### src/rtl/i2cw_pkg.sv
package i2cw_pkg;
  typedef enum logic [1:0] {ST_IDLE, ST_RX, ST_ACK} busSt_t;
  typedef enum logic [1:0] {PH_SEL, PH_ADDRH, PH_ADDRL, PH_DATA} phase_t;

  typedef struct packed {
    logic shiftEn;
    logic cntClr;
    logic ldTop;
    logic ldHi;
    logic ldLo;
    logic wrByte;
  } dpStrobe_t;
endpackage

### src/rtl/i2cw_datapath.sv
module i2cw_datapath
  import i2cw_pkg::*;
#(
  parameter int BYTE_W      = 8,
  parameter int TOP_W       = 1,
  parameter int SYNC_STAGES = 2,
  localparam int ADDR_W     = 2 * BYTE_W + TOP_W
) (
  input  logic              clk,
  input  logic              rstN,
  input  logic              sclIn,
  input  logic              sdaIn,
  input  dpStrobe_t         strb,
  output logic              sclRise,
  output logic              sclFall,
  output logic              startEv,
  output logic              stopEv,
  output logic              byteFull,
  output logic [BYTE_W-1:0] rxByte,
  output logic              memWe,
  output logic [ADDR_W-1:0] memAddr,
  output logic [BYTE_W-1:0] memData
);
  localparam int CNT_W = $clog2(BYTE_W + 1);

  logic [SYNC_STAGES-1:0] sclSync, sdaSync;
  logic sclPrev, sdaPrev, sclNow, sdaNow;
  logic [CNT_W-1:0]  bitCnt;
  logic [ADDR_W-1:0] addrQ;

  always_ff @(posedge clk or negedge rstN) begin
    if (!rstN) begin
      sclSync <= '1;
      sdaSync <= '1;
      sclPrev <= 1'b1;
      sdaPrev <= 1'b1;
    end else begin
      sclSync <= {sclSync[SYNC_STAGES-2:0], sclIn};
      sdaSync <= {sdaSync[SYNC_STAGES-2:0], sdaIn};
      sclPrev <= sclNow;
      sdaPrev <= sdaNow;
    end
  end

  assign sclNow  = sclSync[SYNC_STAGES-1];
  assign sdaNow  = sdaSync[SYNC_STAGES-1];
  assign sclRise = sclNow & ~sclPrev;
  assign sclFall = ~sclNow & sclPrev;
  assign startEv = sclNow & sclPrev & sdaPrev & ~sdaNow;
  assign stopEv  = sclNow & sclPrev & ~sdaPrev & sdaNow;

  always_ff @(posedge clk or negedge rstN) begin
    if (!rstN) begin
      bitCnt <= '0;
      rxByte <= '0;
    end else if (strb.cntClr) begin
      bitCnt <= '0;
    end else if (strb.shiftEn) begin
      bitCnt <= bitCnt + CNT_W'(1);
      rxByte <= {rxByte[BYTE_W-2:0], sdaNow};
    end
  end

  assign byteFull = (bitCnt == CNT_W'(BYTE_W));

  always_ff @(posedge clk or negedge rstN) begin
    if (!rstN) begin
      addrQ   <= '0;
      memWe   <= 1'b0;
      memAddr <= '0;
      memData <= '0;
    end else begin
      memWe <= 1'b0;
      if (strb.ldTop) addrQ[ADDR_W-1 -: TOP_W]   <= rxByte[TOP_W:1];
      if (strb.ldHi)  addrQ[2*BYTE_W-1 -: BYTE_W] <= rxByte;
      if (strb.ldLo)  addrQ[BYTE_W-1:0]           <= rxByte;
      if (strb.wrByte) begin
        memWe   <= 1'b1;
        memAddr <= addrQ;
        memData <= rxByte;
        addrQ   <= addrQ + ADDR_W'(1);
      end
    end
  end

  // pointer has moved one past the written location, wrapping at the top
  a_r6_addr_advance: assert property (@(posedge clk) disable iff (!rstN)
    memWe |-> addrQ == memAddr + ADDR_W'(1));

  // a byte produces a single-cycle write strobe
  a_r5_single_pulse: assert property (@(posedge clk) disable iff (!rstN)
    memWe |=> !memWe);
endmodule

### src/rtl/i2cw_ctrl.sv
module i2cw_ctrl
  import i2cw_pkg::*;
#(
  parameter int          BYTE_W     = 8,
  parameter logic [3:0]  SEL_PREFIX = 4'b1010
) (
  input  logic              clk,
  input  logic              rstN,
  input  logic              sclRise,
  input  logic              sclFall,
  input  logic              startEv,
  input  logic              stopEv,
  input  logic              byteFull,
  input  logic [BYTE_W-1:0] rxByte,
  input  logic              strapA2,
  input  logic              strapA1,
  output dpStrobe_t         strb,
  output logic              sdaPullLow
);
  busSt_t state, stateNx;
  phase_t phase, phaseNx;
  logic   pullNx, selMatch;

  // Master codes (0000_1xxx) fail this match and fall through to idle,
  // so the following repeated START is handled as a fresh START.
  assign selMatch = (rxByte[BYTE_W-1 -: 4] == SEL_PREFIX) &&
                    (rxByte[3] == strapA2) && (rxByte[2] == strapA1) &&
                    !rxByte[0];

  always_comb begin
    strb    = '0;
    stateNx = state;
    phaseNx = phase;
    pullNx  = sdaPullLow;
    if (startEv) begin
      stateNx     = ST_RX;
      phaseNx     = PH_SEL;
      strb.cntClr = 1'b1;
      pullNx      = 1'b0;
    end else if (stopEv) begin
      stateNx = ST_IDLE;
      pullNx  = 1'b0;
    end else begin
      unique case (state)
        ST_RX: begin
          if (sclRise && !byteFull) begin
            strb.shiftEn = 1'b1;
          end else if (sclFall && byteFull) begin
            stateNx = ST_ACK;
            pullNx  = 1'b1;
            unique case (phase)
              PH_SEL: begin
                if (selMatch) begin
                  strb.ldTop = 1'b1;
                  phaseNx    = PH_ADDRH;
                end else begin
                  stateNx = ST_IDLE;
                  pullNx  = 1'b0;
                end
              end
              PH_ADDRH: begin strb.ldHi = 1'b1; phaseNx = PH_ADDRL; end
              PH_ADDRL: begin strb.ldLo = 1'b1; phaseNx = PH_DATA;  end
              PH_DATA:  strb.wrByte = 1'b1;
              default:  ;
            endcase
          end
        end
        ST_ACK: begin
          if (sclFall) begin
            stateNx     = ST_RX;
            pullNx      = 1'b0;
            strb.cntClr = 1'b1;
          end
        end
        default: ;
      endcase
    end
  end

  always_ff @(posedge clk or negedge rstN) begin
    if (!rstN) begin
      state      <= ST_IDLE;
      phase      <= PH_SEL;
      sdaPullLow <= 1'b0;
    end else begin
      state      <= stateNx;
      phase      <= phaseNx;
      sdaPullLow <= pullNx;
    end
  end

  // acknowledge begins only on an SCL falling edge
  a_r9_ack_on_fall: assert property (@(posedge clk) disable iff (!rstN)
    $rose(sdaPullLow) |-> $past(sclFall));

  // acknowledge ends on a falling edge or a bus condition
  a_r9_release_on_fall: assert property (@(posedge clk) disable iff (!rstN)
    $fell(sdaPullLow) |-> $past(sclFall || startEv || stopEv));

  // every written byte is acknowledged
  a_r5_write_acked: assert property (@(posedge clk) disable iff (!rstN)
    strb.wrByte |=> sdaPullLow);

  // STOP releases the line and parks the target
  a_r8_stop_idle: assert property (@(posedge clk) disable iff (!rstN)
    stopEv |=> (!sdaPullLow && state == ST_IDLE));
endmodule

### src/rtl/i2c_wr_target.sv
module i2c_wr_target
  import i2cw_pkg::*;
#(
  parameter int BYTE_W      = 8,
  parameter int TOP_W       = 1,
  parameter int SYNC_STAGES = 2,
  localparam int ADDR_W     = 2 * BYTE_W + TOP_W
) (
  input  logic              clk,
  input  logic              rstN,
  input  logic              sclIn,
  input  logic              sdaIn,
  output logic              sdaPullLow,
  input  logic              strapA2,
  input  logic              strapA1,
  output logic              memWe,
  output logic [ADDR_W-1:0] memAddr,
  output logic [BYTE_W-1:0] memData
);
  dpStrobe_t         strb;
  logic              sclRise, sclFall, startEv, stopEv, byteFull;
  logic [BYTE_W-1:0] rxByte;

  i2cw_datapath #(
    .BYTE_W(BYTE_W), .TOP_W(TOP_W), .SYNC_STAGES(SYNC_STAGES)
  ) u_dp (
    .clk(clk), .rstN(rstN), .sclIn(sclIn), .sdaIn(sdaIn), .strb(strb),
    .sclRise(sclRise), .sclFall(sclFall), .startEv(startEv), .stopEv(stopEv),
    .byteFull(byteFull), .rxByte(rxByte),
    .memWe(memWe), .memAddr(memAddr), .memData(memData)
  );

  i2cw_ctrl #(.BYTE_W(BYTE_W)) u_ctrl (
    .clk(clk), .rstN(rstN), .sclRise(sclRise), .sclFall(sclFall),
    .startEv(startEv), .stopEv(stopEv), .byteFull(byteFull), .rxByte(rxByte),
    .strapA2(strapA2), .strapA1(strapA1), .strb(strb), .sdaPullLow(sdaPullLow)
  );
endmodule

### config.mk
export PLATFORM = sky130hd
export DESIGN_NAME = i2c_wr_target
export DESIGN_NICKNAME = d
export VERILOG_FILES = /design/src/rtl/i2cw_pkg.sv /design/src/rtl/i2cw_datapath.sv /design/src/rtl/i2cw_ctrl.sv /design/src/rtl/i2c_wr_target.sv
export SDC_FILE = /design/constraint.sdc
export NUM_CORES = 1
export LEC_CHECK = 0
export CELL_PAD_IN_SITES_DETAIL_PLACEMENT = 0
export CELL_PAD_IN_SITES_GLOBAL_PLACEMENT = 1
export CORE_MARGIN = 1
export CORE_UTILIZATION = 43
export CTS_BUF_LIST = sky130_fd_sc_hd__clkbuf_8 sky130_fd_sc_hd__clkbuf_16
export DETAILED_ROUTE_END_ITERATION = 12
export PLACE_DENSITY_LB_ADDON = 0.1
export SYNTH_ARGS = -nofsm -noshare
export SYNTH_HDL_FRONTEND = slang
export SYNTH_SLANG_ARGS = --single-unit
### constraint.sdc
create_clock -name clk -period 2.88 [get_ports clk]
set_input_delay 0.864 -clock clk [delete_from_list [all_inputs] [get_ports clk]]
set_output_delay 0.864 -clock clk [all_outputs]
set_load 0.03 [all_outputs]
==> impl_metrics.json, run 1 <==
{
  "power.switching_w": 0.000593,
  "synth-simple-area-share_pct": 24.4,
  "synth_area_um2": 3230,
  "post_drt_via_cell_ratio": 5.21,
  "drive_gt1_share_pct": 11.3,
  "firstDrtPassIters": 4,
  "synth_xor_area_share_pct": 1.08,
  "track_usage_pct": 20.5,
  "grtUsageMet2_pct": 32.8,
  "outcome": "complete, no violations",
  "area_growth_pct": 19.4,
  "ys_ff_latch": 65,
  "netlist_instances": 359,
  "pin_count": 33,
  "via_count": 2587,
  "cts_tree": "built",
  "post_cts_buffers": 0,
  "final_cell_mix": "nand2_1 (97), dfrtp_1 (59), o21ai_0 (31), clkdlybuf4s50_1 (31), a21oi_1 (19)",
  "syn_avg_cell_area_um2": 9.00,
  "synth_top_family_by_area": "simple AND/OR/NAND/NOR gates",
  "p_seq_share_pct": 50.3,
  "synth_seq_area_share_pct": 50.6,
  "clk_path_buf_depth": 2,
  "start_kind": "flop",
  "cts_hold_buf": 0,
  "fmax_mhz": 442,
  "grt_overflow": 0,
  "synth_edf_count": 0,
  "setup_violations": 0,
  "slowest_delay_ps": 680,
  "p_int_w": 0.00142,
  "path_class": "reg2out",
  "tns_ps": 0,
  "io_buffers": 32,
  "power_w": 0.00201,
  "num-fill-cells": 739,
  "slew_headroom_pct": 51.7,
  "pwr-share-comb_pct": 12.8,
  "crit_start": "u_ctrl.state[1]",
  "hpwl_um": 4900,
  "holdCritPathClass": "reg2reg",
  "hold_start": "u_dp.sclSync[0]",
  "cp.required_ps": 2020,
  "reg2reg_from": "u_dp.bitCnt[0]",
  "max-vdd-ir-drop_uv": 381,
  "detail_route.wl_per_cell_um": 14.3,
  "grt_pass1_vias": 2439,
  "synth_compound_area_share_pct": 14.6,
  "min_period_ps": 2260,
  "p_leak_nw": 1.72,
  "die_h_um": 88.7,
  "path_buf_inv": 1,
  "grt_start_max_net_pins": 39,
  "antenna_found_initial": 0,
  "yosysWarnings": 0,
  "diodes": 0,
  "finalHoldViolCount": 0,
  "rsz0062_at_grt": "false",
  "worstPathMaxFanout": 3,
  "htreeDepth": 3,
  "initial_core_util_pct": 44.5,
  "core_area_um2": 7250,
  "worst_setup_path_end_kind": "primary output",
  "clockPowerShare_pct": 36.9,
  "async_reset_ff_share_pct": 100,
  "p_per_area_nw_per_um2": 522,
  "final_nets": 408,
  "critPathSlowestCell": "clkdlybuf4s50_1",
  "cts.root.buffer_cell": "clkbuf_8",
  "final_common_cell": "nand2_1",
  "use_met3_pct": 3.92,
  "max_slew.worst_pin.slew_ps": 720,
  "grt.busiest_layer": "met2",
  "synthMuxAreaShare_pct": 1.63,
  "fin_util_pct": 53.1,
  "drv_cap": 0,
  "antenna_left": 0,
  "p_sw_share_pct": 29.4,
  "worstSkewPairLatency_ps": 350,
  "final.period_utilization_pct": 78.6,
  "grt_util_met1_pct": 27.0,
  "critical_path.top_delay_family": "buffers and inverters",
  "cts_made_buffers": 9,
  "crit_chain": "clkdlybuf4s50_1",
  "clock_skew_ps": 8.65,
  "synthFlopType": "dfrtp_1",
  "drcViolationCount": 0,
  "synth_nets": 374,
  "row_count": 31,
  "arrival_ps": 1400,
  "dieWidth_um": 88.7,
  "grt_first_pass_wirelength_um": 12000,
  "clkTransAtPathRegs_ps": 70,
  "die-area_um2": 7860,
  "routabilityCongestion": 0.772,
  "clock_sinks": 65,
  "drv_slew": 0,
  "synth_fa_ha_area_share_pct": 3.49,
  "totalWireLength_um": 7130,
  "cts_resized": 0,
  "synth.distinct_cells": 53,
  "first_iter_violations": 132,
  "whs_ps": 357
}
==> state kept, by name, indices dropped and copies added (netlist names) <==
name          cells
u_ctrl.phase      2
u_ctrl.state      2
u_dp.addrQ       17
u_dp.bitCnt       4
u_dp.memAddr     17
u_dp.memData      8
u_dp.memWe        1
u_dp.rxByte       8
u_dp.sclPrev      1
u_dp.sclSync      2
u_dp.sdaPrev      1
u_dp.sdaSync      2
==> per-layer routing <==
layer	up-vias	part of all wire, %
met5	-	0
met4	0	2.2
met2	50	46
met3	14	4.1
met1	1210	47
li1	1313	-
==> final cells by class <==
class                   instances  area [um2]  share of cell area, %
well taps                      99         124                   3.21
clock buffers                  11         151                   3.93
flip-flops and latches         65        1630                   42.4
clock inverters                 5        38.8                   1.01
multi-input cells             261        1460                   37.8
inverters                      16        60.1                   1.56
repair buffers                 40         388                   10.1
==> path summary, 6_finish.rpt <==
path                            slack, ps              end  cells past startpoint
worst max-delay path                  620       sdaPullLow                      1
worst min-delay path                  360  u_dp.sclSync[1]                      0
min in group asynchronous             390  u_dp.memAddr[1]                      1
max in group asynchronous            1940     u_dp.sclPrev                      2
worst min register to register        360  u_dp.sclSync[1]                      0
worst max register to register        640   u_dp.addrQ[16]                      7
==> cells by family after synthesis <==
logic type,count (synthesis)
adders and majority gates,9
DFF,65
and+or+nand+nor,164
buffers and inverters,33
AOI/OAI and AO/OA,79
xor gates and xnor gates,4
muxes,5
==> through the flow <==
step | instance area (um2) | std cells | setup WS (ps)
after global routing | 3850 | 497 | 451
final | 3850 | 497 | 616
after detailed placement | 3660 | 481 | 445
after CTS | 3850 | 497 | 598
after floorplan | 3230 | 359 | 683
after global placement | 3660 | 481 | 458
==> synthesized netlist by cell type (all sizes together), types with 3 or more instances <==
cell     n  area share (%)
a31oi    7             1.4
inv     15             1.7
and3b    3            0.85
o22ai    5            0.97
nor2    17             2.0
mux2i    3            0.93
dfrtp   59              46
a211oi   3            0.70
a21o     3            0.70
dfstp    6             4.9
a21oi   19             2.9
nand3   12             2.0
nand2b   3            0.81
o21ai   31             4.8
xnor2    3            0.81
clkbuf  12             1.4
nand2   97              11
buf      5            0.97
or2      4            0.78
nor3     6             1.2
nand4    5            0.97
ha       9             3.5
==> power groups by stage <==
stage / Combinational, W / Clock (W) / Sequential, W
6_report: 0.000258 / 0.000743 / 0.00101
3_3_place_gp: 0.000257 / 0 / 0.00103
2_1_floorplan: 0.000166 / 0 / 0.00102
4_1_cts: 0.000263 / 0.000759 / 0.00101
3_5_place_dp: 0.000261 / 0 / 0.00103
5_1_grt: 0.000299 / 0.000791 / 0.00102
Power figures use the tool's default switching activity.
==> inputs of run 2 (changes only) <==
- CORE_UTILIZATION: 43 -> 39
- clock period: 2.88 -> 1.9 ns (I/O delays scaled with it)
==> run 2 against run 1 <==
Effect of this change:
- the run now ends with negative setup slack left
- utilization increased by 2.4 points
- clock power increased by 90%
- setup slack got worse by 660 ps
- die area increased by 10%
- worst hold slack got worse by 130 ps
- first-iteration DRC count decreased by 3.8%
- largest power group unchanged
==> impl_metrics.json, run 2 (synthesis gave the netlist of run 1 again) <==
{
  "cp.required_ps": 2180,
  "max-vdd-ir-drop_uv": 469,
  "dp_slack_ps": -269,
  "pin_count": 33,
  "antenna_left": 0,
  "final.period_utilization_pct": 102,
  "p_per_area_nw_per_um2": 808,
  "post_drt_via_cell_ratio": 5.07,
  "multi_input_area_um2": 1530,
  "path_class": "reg2reg",
  "die-area_um2": 8650,
  "violations": "negative setup slack",
  "clock_skew_ps": 7.25,
  "grt_first_pass_wirelength_um": 13500,
  "die_h_um": 93.0,
  "setup_violations": 1,
  "cts_hold_buf": 0,
  "timing.final.ws_setup_ps": -41.0,
  "final_cell_mix": "nand2_1 (97), dfrtp_1 (58), buf_4 (49)",
  "grt_start_max_net_pins": 66,
  "htreeDepth": 3,
  "row_count": 32,
  "max_slew.worst_pin.slew_ps": 454,
  "initial_core_util_pct": 41.2,
  "worst_setup_path_end_kind": "flop",
  "holdCritPathClass": "in2async",
  "num-fill-cells": 766,
  "p_leak_nw": 2.15,
  "dieWidth_um": 93.0,
  "hpwl_um": 5530,
  "totalWireLength_um": 8190,
  "finalHoldViolCount": 0,
  "drv_slew": 0,
  "grt_overflow": 0,
  "via_count": 2779,
  "cts.root.buffer_cell": "clkbuf_8",
  "antenna_found_initial": 0,
  "min_period_ps": 1940,
  "drive_gt1_share_pct": 24.2,
  "slowest_delay_ps": 490,
  "worstSkewPairLatency_ps": 350,
  "outcome": "complete, but fails checks",
  "cts_made_buffers": 9,
  "core_area_um2": 7850,
  "grt_pass1_vias": 2724,
  "cts_tree": "built",
  "top_regs": "u_dp.addrQ (17), u_dp.memAddr (17)",
  "rsz0062_at_grt": "true",
  "clk_path_buf_depth": 2,
  "worstPathMaxFanout": 4,
  "crit_chain": "inv_2, ha_4, nand3b_4, or3_4, or4_4, or2_0, o211ai_2",
  "drv_cap": 0,
  "first_iter_violations": 127,
  "slew_headroom_pct": 69.5,
  "final_common_cell": "nand2_1",
  "arrival_ps": 2220,
  "critPathSlowestCell": "or4_4",
  "clkTransAtPathRegs_ps": 80,
  "start_kind": "flop",
  "clock_sinks": 65,
  "reg2reg_from": "u_dp.bitCnt[0]",
  "io_buffers": 32,
  "seqCellArea_um2": 1640,
  "fin_util_pct": 55.6,
  "track_usage_pct": 20.6,
  "drcViolationCount": 0,
  "detail_route.wl_per_cell_um": 15.0,
  "firstDrtPassIters": 4,
  "diodes": 0,
  "tns_ps": -41.0,
  "final_nets": 456,
  "fmax_mhz": 515,
  "r2r_setup_slack_ps": -40,
  "area_growth_pct": 35.0,
  "crit_start": "u_dp.bitCnt[0]",
  "routabilityCongestion": 0.761
}
## run 2: final cells by class
| class | instances | area share (%) |
|---|---|---|
| Clock buffer | 11 | 3.47 |
| Inverter | 16 | 1.49 |
| Sequential cell | 65 | 37.5 |
| Multi-Input combinational cell | 261 | 35.0 |
| Clock inverter | 5 | 1.95 |
| Tap cell | 102 | 2.93 |
| Timing Repair Buffer | 88 | 17.6 |
## run 2: where the power goes
part | internal, W | leakage, nW | switching (W)
registers | 0.00146 | 0.878 | 0.0000495
logic | 0.000279 | 1.15 | 0.000324
clock network | 0.000820 | 0.117 | 0.000594
## run 2: per-stage QoR
step	total power, W	std cells	hold slack (ps)	instance area, um2
global route	0.00369	548	255	4360
detailed placement	0.00209	527	348	4030
finish	0.00352	548	225	4360
CTS	0.00351	543	232	4270
floorplan	0.00183	359	274	3250
global placement	0.00208	527	347	4030
## run 2: per-layer routing
metal	track usage (%)	vias up	share of wire [%]
met5	0	-	0
met4	6.54	0	0.83
met3	4.88	9	4.8
met2	33.7	58	48
met1	26.9	1309	46
li1	-	1403	-
## run 2: worst max-delay path, delay by kind of cell (launching register included)
kind                     cells  cell delay [ps]
AND/OR/NAND/NOR              4             1210
adder cells (fa/ha/maj)      1              140
AO/OA/AOI/OAI                1               60
flip-flops                   1              390
buffers and inverters        1               70
## run 2: worst paths after layout
path	to	cells past startpoint
max in group asynchronous	u_dp.sclSync[1]	2
worst max register to register	u_dp.addrQ[16]	7
worst max-delay path	u_dp.addrQ[16]	7
min in group clk	u_dp.sclSync[1]	0
worst min register to register	u_dp.sclSync[1]	0
worst min-delay path	u_dp.memAddr[1]	2
## run 2: repair_timing
action / in CTS / in global routing
pin swaps: 0 / 7
gates cloned: 0 / 1
setup buffers: 0 / 4
setup endpoints to repair: 39 / 14
resized for setup: 37 / 10
hold endpoints to repair: 0 / 0
==> inputs of run 3 (changes only) <==
- SKIP_CTS_REPAIR_TIMING: default -> 1
==> run 3 against run 2 <==
Effect of this change:
- the run still ends with negative setup slack left
- routed wire length fell by 1.6%
- sequential share of layout area fell by 1.2 points
- non-clock buffer count rose by 1
- sequential cell count did not move
- maximum frequency rose by 0.64%
- global-route usage fell by 0.18 points
- clock-buffer cell count did not move
- worst hold slack got worse by 12 ps
- die area did not move
- register-to-register slack barely moved
- largest cell class unchanged
- highest routed layer unchanged
==> impl_metrics.json, run 3 (synthesis gave the netlist of run 1 again) <==
{
  "timing.final.ws_setup_ps": -28.6,
  "worst_setup_path_end_kind": "flop",
  "totalWireLength_um": 8070,
  "worstPathMaxFanout": 4,
  "reg2reg_from": "u_dp.bitCnt[0]",
  "dieWidth_um": 93.0,
  "placedCellCount": 527,
  "antenna_left": 0,
  "diodes": 0,
  "clkTransAtPathRegs_ps": 80,
  "start_kind": "flop",
  "num-fill-cells": 740,
  "area_growth_pct": 39.7,
  "cp.required_ps": 2180,
  "top_regs": "u_dp.addrQ (17), u_dp.memAddr (17)",
  "slew_headroom_pct": 67.6,
  "power.switching_w": 0.000964,
  "final_nets": 457,
  "max_slew.worst_pin.slew_ps": 483,
  "hpwl_um": 5530,
  "clk_path_buf_depth": 2,
  "holdCritPathClass": "in2async",
  "drcViolationCount": 0,
  "slowest_delay_ps": 490,
  "path_buf_inv": 1,
  "worstSkewPairLatency_ps": 350,
  "crit_start": "u_dp.bitCnt[0]",
  "tns_ps": -28.6,
  "outcome": "complete, but fails checks",
  "grt_overflow": 0,
  "crit_chain": "inv_2, ha_4, nand3b_4, or3_4, or4_4, or2_0, o211ai_2",
  "cts_tree": "built",
  "row_count": 32,
  "p_leak_nw": 2.52,
  "rsz0062_at_grt": "true",
  "grt_pass1_vias": 2696,
  "die-area_um2": 8650,
  "final_common_cell": "nand2_1",
  "min_period_ps": 1930,
  "drv_cap": 0,
  "r2r_setup_slack_ps": -30,
  "layout.cells.non_filler": 549,
  "critical_path.top_delay_family": "simple AND/OR/NAND/NOR gates",
  "r2r-end": "u_dp.addrQ[16]",
  "clock_sinks": 65,
  "final.period_utilization_pct": 102,
  "routabilityCongestion": 0.761,
  "pin_count": 33,
  "p_sw_share_pct": 27.2,
  "arrival_ps": 2200,
  "fin_util_pct": 57.5,
  "p_int_w": 0.00258,
  "io_buffers": 32,
  "violations": "negative setup slack",
  "die_h_um": 93.0,
  "cts.root.buffer_cell": "clkbuf_8",
  "track_usage_pct": 20.4,
  "pwr-share-comb_pct": 17.8,
  "clock_skew_ps": 8.18,
  "setup_violations": 1,
  "initial_core_util_pct": 41.2,
  "path_class": "reg2reg",
  "drive_gt1_share_pct": 25.1,
  "grt_first_pass_wirelength_um": 13400,
  "cts_made_buffers": 9,
  "r2r_cells": 7,
  "post_drt_via_cell_ratio": 5.05,
  "max-vdd-ir-drop_uv": 477,
  "p_per_area_nw_per_um2": 785,
  "dpl_cell_area_um2": 4030,
  "grt_start_max_net_pins": 66,
  "htreeDepth": 3,
  "p_seq_share_pct": 42.5,
  "first_iter_violations": 94,
  "drv_slew": 0,
  "firstDrtPassIters": 4,
  "detail_route.wl_per_cell_um": 14.7,
  "antenna_found_initial": 0,
  "final_area_um2": 4510,
  "whs_ps": 213,
  "fmax_mhz": 519,
  "final_cell_mix": "nand2_1 (97), dfrtp_1 (58), buf_4 (45)",
  "critPathSlowestCell": "or4_4",
  "finalHoldViolCount": 0,
  "core_area_um2": 7850,
  "via_count": 2771,
  "clockPowerShare_pct": 39.7
}
[run 3: cell types whose count changed in the layout (fill, tap and decap cells not counted), sizes merged]
cell	previous run	this run
buf	56	58
clkbuf	12	11
clkinv	1	0
clkinvlp	1	2
dlygate4sd2	27	0
dlymetal6s2s	0	27
[run 3: through the flow]
stage | total power, W | worst slack [ps]
2_1_floorplan | 0.00183 | -170
3_3_place_gp | 0.00208 | -243
3_5_place_dp | 0.00209 | -269
4_1_cts | 0.00352 | -170
5_1_grt | 0.00372 | -84.6
6_report | 0.00354 | -28.6
[run 3: worst max path at each step]
| stage | endpoint | cells after the start |
|---|---|---|
| 2_1_floorplan | u_dp.addrQ[16] | 8 |
| 6_report | u_dp.addrQ[16] | 7 |
| 3_5_place_dp | u_dp.addrQ[16] | 6 |
| 3_3_place_gp | u_dp.addrQ[16] | 6 |
| 4_1_cts | sdaPullLow | 2 |
| 5_1_grt | u_dp.addrQ[16] | 7 |
[run 3: power groups by stage]
stage | combinational [W] | clock, W | sequential (W)
after floorplan | 0.000272 | 0 | 0.00156
after global placement | 0.000556 | 0 | 0.00153
after detailed placement | 0.000560 | 0 | 0.00153
after CTS | 0.000568 | 0.00145 | 0.00150
after global routing | 0.000706 | 0.00150 | 0.00152
final | 0.000630 | 0.00140 | 0.00151
[run 3: metal layers]
metal / track usage (%) / wire length [um] / up-vias
li1: - / - / 1404
met1: 26.8 / 3800 / 1308
met2: 33.2 / 3880 / 49
met3: 4.88 / 270 / 10
met4: 6.54 / 117 / 0
met5: 0 / 0 / -
[run 3: final cells by class]
| type | instances | area (um2) | area share [%] |
|---|---|---|---|
| clock inverters | 5 | 85.1 | 1.89 |
| flip-flops and latches | 65 | 1640 | 36.3 |
| clock buffers | 11 | 151 | 3.36 |
| well taps | 102 | 128 | 2.83 |
| multi-input cells | 261 | 1560 | 34.5 |
| inverters | 16 | 63.8 | 1.41 |
| repair buffers | 89 | 891 | 19.8 |
[run 3: worst reg2reg max path: stages (launching register included)]
cell	delay, ps
dfrtp_1	390
inv_2	70
ha_4	140
nand3b_4	80
or3_4	400
or4_4	490
or2_0	220
o211ai_2	60
